[src/rtl/tdm_fr_pkg.sv]
package tdm_fr_pkg;

   typedef enum logic [1:0] {
      MD_PROGRAM = 2'b00,
      MD_DATA    = 2'b01,
      MD_MIXED   = 2'b10,
      MD_RSVD    = 2'b11
   } tdm_mode_e;

   // True for the modes that put converter samples on the line
   function automatic logic mode_sends(input tdm_mode_e m);
      return (m == MD_DATA) || (m == MD_MIXED);
   endfunction

endpackage

[src/rtl/tdm_fr_capture.sv]
module tdm_fr_capture
   import tdm_fr_pkg::*;
#(
   parameter int NCH = 6,
   parameter int W   = 16
) (
   input  logic                 clk,
   input  logic                 rst_n,
   input  logic                 smp_stb,
   input  logic                 bit_en,
   input  logic [NCH*W-1:0]     smp_data,
   input  logic [NCH-1:0]       pwr_mask,
   input  logic [1:0]           mode_i,
   input  logic                 busy_i,
   output logic [NCH*W-1:0]     words_o,
   output logic [NCH-1:0]       mask_o,
   output tdm_mode_e            mode_o,
   output logic                 start_o,
   output logic                 overrun_o
);

   always_ff @(posedge clk) begin
      if (!rst_n) begin
         words_o   <= '0;
         mask_o    <= '0;
         mode_o    <= MD_PROGRAM;
         start_o   <= 1'b0;
         overrun_o <= 1'b0;
      end else begin
         if (smp_stb) begin
            words_o <= smp_data;
            mask_o  <= pwr_mask;
            mode_o  <= tdm_mode_e'(mode_i);
         end
         // a pending start survives until a bit tick consumes it
         start_o   <= smp_stb | (start_o & ~bit_en);
         overrun_o <= smp_stb & (busy_i | start_o);
      end
   end

endmodule

[src/rtl/tdm_fr_sequencer.sv]
module tdm_fr_sequencer #(
   parameter int NCH = 6,
   parameter int W   = 16,
   localparam int SW = $clog2(NCH),
   localparam int BW = $clog2(W)
) (
   input  logic          clk,
   input  logic          rst_n,
   input  logic          bit_en,
   input  logic          start_i,
   output logic          fsync_o,
   output logic          run_o,
   output logic [SW-1:0] slot_o,
   output logic [BW-1:0] bit_o
);

   localparam logic [SW-1:0] LAST_SLOT = SW'(NCH - 1);
   localparam logic [BW-1:0] LAST_BIT  = BW'(W - 1);

   always_ff @(posedge clk) begin
      if (!rst_n) begin
         fsync_o <= 1'b0;
         run_o   <= 1'b0;
         slot_o  <= '0;
         bit_o   <= '0;
      end else if (bit_en) begin
         if (start_i) begin
            fsync_o <= 1'b1;
            run_o   <= 1'b0;
            slot_o  <= '0;
            bit_o   <= '0;
         end else if (fsync_o) begin
            fsync_o <= 1'b0;
            run_o   <= 1'b1;
         end else if (run_o) begin
            if (bit_o == LAST_BIT) begin
               bit_o <= '0;
               if (slot_o == LAST_SLOT) begin
                  run_o  <= 1'b0;
                  slot_o <= '0;
               end else begin
                  slot_o <= slot_o + 1'b1;
               end
            end else begin
               bit_o <= bit_o + 1'b1;
            end
         end
      end
   end

endmodule

[src/rtl/tdm_fr_bitsel.sv]
module tdm_fr_bitsel
   import tdm_fr_pkg::*;
#(
   parameter int NCH       = 6,
   parameter int W         = 16,
   parameter bit MSB_FIRST = 1'b1,
   localparam int SW = $clog2(NCH),
   localparam int BW = $clog2(W)
) (
   input  logic [NCH*W-1:0] words_i,
   input  logic [NCH-1:0]   mask_i,
   input  tdm_mode_e        mode_i,
   input  logic             run_i,
   input  logic [SW-1:0]    slot_i,
   input  logic [BW-1:0]    bit_i,
   output logic             sd_o,
   output logic             oe_o
);

   logic [W-1:0]  word_sel;
   logic [BW-1:0] idx;

   generate
      if (MSB_FIRST) begin : g_msb
         assign idx = BW'(W - 1) - bit_i;
      end else begin : g_lsb
         assign idx = bit_i;
      end
   endgenerate

   always_comb begin
      word_sel = words_i[int'(slot_i)*W +: W];
      oe_o     = run_i & mode_sends(mode_i) & mask_i[slot_i];
      sd_o     = oe_o & word_sel[idx];
   end

endmodule

[src/rtl/tdm_framer.sv]
module tdm_framer
   import tdm_fr_pkg::*;
#(
   parameter int NCH       = 6,
   parameter int W         = 16,
   parameter bit MSB_FIRST = 1'b1
) (
   input  logic               clk,
   input  logic               rst_n,
   input  logic               bit_en,
   input  logic               smp_stb,
   input  logic [NCH*W-1:0]   smp_data,
   input  logic [NCH-1:0]     pwr_mask,
   input  logic [1:0]         mode,
   output logic               sd_out,
   output logic               sd_oe,
   output logic               fsync,
   output logic               overrun
);

   localparam int SW = $clog2(NCH);
   localparam int BW = $clog2(W);

   generate
      if (NCH < 2) begin : g_bad_nch
         $error("tdm_framer: NCH must be at least 2");
      end
      if (W < 2) begin : g_bad_w
         $error("tdm_framer: W must be at least 2");
      end
   endgenerate

   logic [NCH*W-1:0] words_q;
   logic [NCH-1:0]   mask_q;
   tdm_mode_e        mode_q;
   logic             start_q;
   logic             run_q;
   logic [SW-1:0]    slot_q;
   logic [BW-1:0]    bit_q;

   tdm_fr_capture #(.NCH(NCH), .W(W)) u_cap (
      .clk       (clk),
      .rst_n     (rst_n),
      .smp_stb   (smp_stb),
      .bit_en    (bit_en),
      .smp_data  (smp_data),
      .pwr_mask  (pwr_mask),
      .mode_i    (mode),
      .busy_i    (fsync | run_q),
      .words_o   (words_q),
      .mask_o    (mask_q),
      .mode_o    (mode_q),
      .start_o   (start_q),
      .overrun_o (overrun)
   );

   tdm_fr_sequencer #(.NCH(NCH), .W(W)) u_seq (
      .clk     (clk),
      .rst_n   (rst_n),
      .bit_en  (bit_en),
      .start_i (start_q),
      .fsync_o (fsync),
      .run_o   (run_q),
      .slot_o  (slot_q),
      .bit_o   (bit_q)
   );

   tdm_fr_bitsel #(.NCH(NCH), .W(W), .MSB_FIRST(MSB_FIRST)) u_sel (
      .words_i (words_q),
      .mask_i  (mask_q),
      .mode_i  (mode_q),
      .run_i   (run_q),
      .slot_i  (slot_q),
      .bit_i   (bit_q),
      .sd_o    (sd_out),
      .oe_o    (sd_oe)
   );

endmodule

[config.mk]
export PLATFORM = sky130hd
export DESIGN_NAME = tdm_framer
export DESIGN_NICKNAME = d
export VERILOG_FILES = /design/src/rtl/tdm_fr_pkg.sv /design/src/rtl/tdm_fr_capture.sv /design/src/rtl/tdm_fr_sequencer.sv /design/src/rtl/tdm_fr_bitsel.sv /design/src/rtl/tdm_framer.sv
export SDC_FILE = /design/constraint.sdc
export NUM_CORES = 1
export LEC_CHECK = 0
export BUFFER_PORTS_ARGS = -buffer_cell sky130_fd_sc_hd__buf_2
export CAP_MARGIN = 30
export CORE_ASPECT_RATIO = 0.6
export CORE_MARGIN = 8
export CORE_UTILIZATION = 40
export CTS_CLUSTER_DIAMETER = 50
export CTS_CLUSTER_SIZE = 12
export DETAILED_ROUTE_END_ITERATION = 12
export PLACE_DENSITY = 0.61
export SLEW_MARGIN = 20
export SYNTH_ARGS = -nofsm -noshare
export SYNTH_HDL_FRONTEND = slang
export SYNTH_SLANG_ARGS = --single-unit
[constraint.sdc]
create_clock -name clk -period 2.2 [get_ports clk]
set_input_delay 0 -clock clk [delete_from_list [all_inputs] [get_ports clk]]
set_output_delay 0 -clock clk [all_outputs]
set_load 0.005 [all_outputs]
-- After elaboration in Yosys (flattened, before gate mapping)
Cells that the tools add are included.
- multiplexer cells: 19
- $lt $le $gt $ge: 2
- eq/ne operators: 5
- shifts and indexed selects: 1
- reductions and logical operators: 5
- bitwise logic cells: 9
- add/subtract/negate cells: 3
- operators by type and width (cell ; count):
    $shiftx 96x8->16 ; 1
    $mux 4 ; 4
    $mux 3 ; 5
    $mux 1 ; 8
    $and 1x1->1 ; 5
    $lt 4x5->1 const B ; 1
    $add 4x1->4 const B ; 1
    $bmux 1 s4 ; 1
    $eq 4x4->1 const B ; 1
    $lt 3x4->1 const B ; 1
    $reduce_and 4->1 ; 1
    $reduce_bool 2->1 ; 2
    $sub 4x4->4 const A ; 1
    $add 3x1->3 const B ; 1
    $bmux 1 s3 ; 1
    $eq 3x3->1 const B ; 1
    $or 1x1->1 ; 3
    $reduce_and 3->1 ; 1
    $eq 2x1->1 const B ; 1
    $eq 2x2->1 const B ; 1
    $ne 2x2->1 const B ; 1
    $logic_or 1x1->1 ; 1
    $not 1->1 ; 1
- output and inout bits: 4
- bits in registers: 115
- logic and storage cells: 53

-- Longest topological paths before layout
- depth after elaboration: 6
- depth in mapped cells: 9

-- Hierarchy
Synthesis repeated with hierarchy kept, for this count alone.
- cell total of the unflattened synthesis: 472
- area, all modules: 5492.8 µm²
- modules (own cells, without submodules) (module ; area an instance (µm²) ; sequential area each (µm²) ; instances ; cells an instance):
    tdm_fr_capture ; 4001.3 ; 2122.0 ; 1 ; 340
    tdm_fr_bitsel ; 985.9 ; 0.0 ; 1 ; 74
    tdm_fr_sequencer ; 499.2 ; 180.2 ; 1 ; 57
    tdm_framer ; 6.3 ; 0.0 ; 1 ; 1

-- Worst setup path after synthesis
Ideal clock, no wire load.
- kind: reg-to-output
- start point: register u_seq.slot_o[0]
- end point: output sd_out
- stages on the path, launching flop included: 7
- buffers on the path: 1
- required time: 2200 ps
- arrival: 1698 ps
- path slack: 502 ps
- cell sequence: dfxtp_1 buf_6 mux4_2 o21ai_1 a21oi_1 o311a_1 o21a_1
- cells in the longest elaborated chain, start to end: 4
- ends and longest elaborated chain (item ; line ; RTL):
    start: declaration ; tdm_fr_sequencer.sv:13 ; output logic [SW-1:0] slot_o,
    start signal: assignment ; tdm_fr_sequencer.sv:42 ; slot_o <= slot_o + 1'b1;
    $shiftx 96x8->16 or $bmux 1 s3 (tied branches) ; tdm_fr_bitsel.sv:32, tdm_fr_bitsel.sv:33 ;
    $bmux 1 s4 or $mux 1 (tied branches) ; tdm_fr_bitsel.sv:34, tdm_fr_bitsel.sv:33 ;
    $mux 1 (implied by the code) or $and 1x1->1 (tied branches) ; tdm_fr_bitsel.sv:34, tdm_fr_bitsel.sv:33 ;
    $and 1x1->1 * ; tdm_fr_bitsel.sv:34 ; sd_o = oe_o & word_sel[idx];
    end: declaration ; tdm_framer.sv:15 ; output logic sd_out,
Every way passes the cells marked *; elsewhere a longest branch is shown, timed or not. The select of a mux whose other input is x is not followed.

-- Worst setup path in the final report
- start point: register u_seq.slot_o[1]
- end point: output sd_out
Same word-level chain as after synthesis.

==> flow_metrics.tcl <==
set metrics [dict create \
    wl_um 15450 \
    tightest_slew_ns 0.4907 \
    hold_violations 0 \
    required_ns 2.20 \
    areaGrowthSynthToFinish_pct 48.06 \
    initial_core_util 0.4133 \
    fin_util 0.6119 \
    antenna_found_initial 0 \
    syn_area_per_cell_um2 10.54 \
    synthesis.nets 616 \
    pre_cts_ws_ns 0.1179 \
    h-tree-depth 4 \
    rows 32 \
    clk_latency_ns 0.41 \
    ios 112 \
    hpwl_um 10600 \
    synthArstFlopShare 0 \
    setup_viol 1 \
    grt_pass1_vias 4712 \
    dr.pass1.iters 5 \
    start_kind "register" \
    use_met1 0.2492 \
    path_clk_slew_ns 0.05 \
    peakVddDrop_uv 491.3 \
    place_congestion 0.9492 \
    die_h_um 105.5 \
    fin_crit_ns 2.370 \
    maxCapViolations 0 \
    die_w_um 165.2 \
    die_area_mm2 0.01744 \
    grt_setup_unrepaired "yes" \
    top_usage_layer "met2" \
    core_mm2 0.01293 \
    end_kind "primary output" \
    synth_enable_flop_cells 0 \
    slew_viol_final 0 \
    max-slew-margin-rel 0.6722 \
    met3_usage 0.04934 \
    p_per_area_mw_per_mm2 747.5 \
    arrival_ns 2.37 \
    mappedNetlistArea_mm2 0.005345 \
    drive_above_1_share 0.2446 \
    viasPerCell 4.964 \
    setup_slack_ns -0.1697 \
    drc 0 \
    critical_path.max_fanout 10 \
    fin_crit_sh 1.077 \
    cts.path.max_buffers 2 \
    dp_cells 765 \
    ant_nets 0 \
    via_count 4537 \
    fin_cells 914 \
    ctsRootBufferMaster "clkbuf_16" \
    grt_max_degree 60 \
    diodes 0 \
    grtUsageMet2 0.2702 \
    violations "negative setup slack" \
    grt_pass1_wl_um 24680 \
    cts_made_buffers 17 \
    syn_inst 507 \
    portBuffers 111 \
    ys_types 41 \
    yosysSeqAreaShare 0.4307 \
    drt_iter0_markers 231 \
    wl_per_cell_um 16.91 \
    timing.fmax_ghz 0.4220 \
    track_usage 0.1800 \
    status "complete, but fails checks" \
    clkSinkCount 115 \
    hold_class "primary input to register" \
    grt-ovfl-total 0 \
    ys_warn_count 0 \
    synth-seq-cells 115 \
    nets 840 \
    cts_tree "yes" \
    synth_ff_type "dfxtp_1" \
    path_class "register to primary output" \
    p_leak_nw 3.421 \
    clock_skew_ns 0.003812 \
]
sequential cells by signal, indices dropped and copies added, names as in the netlist:
register / cells
u_seq.bit_o: 4
u_cap.start_o: 1
u_seq.slot_o: 3
u_seq.fsync_o: 1
u_cap.overrun_o: 1
u_cap.mode_o: 2
u_cap.mask_o: 6
u_cap.words_o: 96
u_seq.run_o: 1
Yosys cell counts, types with 2 or more instances:
cell        n  share of area
nand3b_1    2         0.0028
xnor2_1     2         0.0033
a21oi_1     5         0.0047
or3_1       2         0.0023
buf_1       3         0.0021
a31oi_1     5         0.0059
o311a_1     2         0.0037
mux4_2      6          0.025
o21a_1      3         0.0042
mux2i_1   128           0.24
nand3_1     5         0.0047
nor2_1      6         0.0042
dfxtp_1   115           0.43
o22ai_1     4         0.0047
a221o_1     4         0.0075
o221ai_1    4         0.0066
nand2_1    16          0.011
a21boi_0    3         0.0042
nor3_1      4         0.0037
and2_1      2         0.0023
nand2b_1    4         0.0047
nand4_1     2         0.0023
mux4_1      3          0.015
o211ai_1    3         0.0042
buf_2       7         0.0066
o21ai_0     9         0.0084
buf_6       4         0.0084
mux2_2      7          0.015
inv_1       4         0.0028
nor2b_1   108           0.13
o21ai_1     3         0.0028
clkbuf_1   23          0.016
timing repair:
| action | CTS | global route |
|---|---|---|
| gates resized for setup | 2 | 0 |
| cloned | 1 | 0 |
| hold buffers | 107 | 0 |
| endpoints found under the setup margin | 1 | 1 |
| setup buffers | 5 | 4 |
| pin swaps | 2 | 1 |
| endpoints found under the hold margin | 110 | 0 |
cell usage in the layout (no fill, tap or decap), types with 5 or more instances in the layout:
cell type      netlist  final
clkbuf_16            0     17
buf_4                1     20
nor2b_1            108    108
mux2_2               7      7
dlygate4sd3_1        0    107
a21oi_1              5      5
nand2_1             16     16
a31oi_1              5      5
nand3_1              5      5
dfxtp_1            115    113
buf_2                7    110
mux2i_1            128    128
mux4_2               6      6
nor2_1               6      6
o21ai_0              9      9
layout make-up:
cell class                      instances  area (um^2)
Fill cell                            1054         5019
Multi-Input combinational cell        350         2843
Sequential cell                       115         2310
Timing Repair Buffer                  243         1896
Clock buffer                           23        488.0
Tap cell                              170        212.7
Clock inverter                          9        150.1
Inverter                                4        15.01
worst paths after layout:
path	start	endpoint	slack, ns	depth (start not counted)
worst max-delay path	u_seq.slot_o[1]$_SDFFE_PN0P_	sd_out	-0.17	8
worst min-delay path	smp_stb	u_cap.words_o[65]$_SDFFE_PN0P_	0.04	3
worst max register to register	u_seq.bit_o[0]$_SDFFE_PN0P_	u_seq.slot_o[0]$_SDFFE_PN0P_	0.50	5
worst min register to register	u_cap.words_o[80]$_SDFFE_PN0P_	u_cap.words_o[80]$_SDFFE_PN0P_	0.51	2
worst max-delay path, cell delays in order (launching register included):
cell      delay (ns)
dfxtp_4         0.38
buf_12          0.14
mux2_2          0.34
a221o_1         0.30
a31oi_1         0.18
o211ai_1        0.13
o211a_1         0.15
o21a_1          0.20
buf_2           0.13
power by group:
part / internal [mW] / total [mW] / switching (mW)
clock network: 2.01 / 2.97 / 0.958
logic: 0.408 / 0.661 / 0.253
registers: 2.20 / 2.29 / 0.0853
through the flow:
stage               power [mW]  setup TNS (ns)  cell area [um^2]  hold slack (ns)
CTS                      5.950         -0.1904              7871          0.02888
finish                   5.916         -0.1697              7914          0.04140
floorplan                2.630               0              5345           0.1650
global placement         2.826               0              6087           0.2582
global route             6.118         -0.2661              7914          0.04686
detailed placement       2.837               0              6087           0.2631
logic make-up after synthesis:
kind of cell | synth area share
buffers and inverters | 0.03745
XOR/XNOR | 0.004917
flip-flops | 0.4307
adder cells (fa/ha/maj) | 0.002340
AND/OR/NAND/NOR | 0.1671
multiplexers | 0.2945
AO/OA/AOI/OAI | 0.06297
metal layers:
metal,up-vias,share of wire
met5,-,0
met4,0,0.0080
met3,13,0.052
met2,119,0.44
met1,2168,0.50
li1,2237,-
No activity file was read; power rests on OpenSTA's default activity.
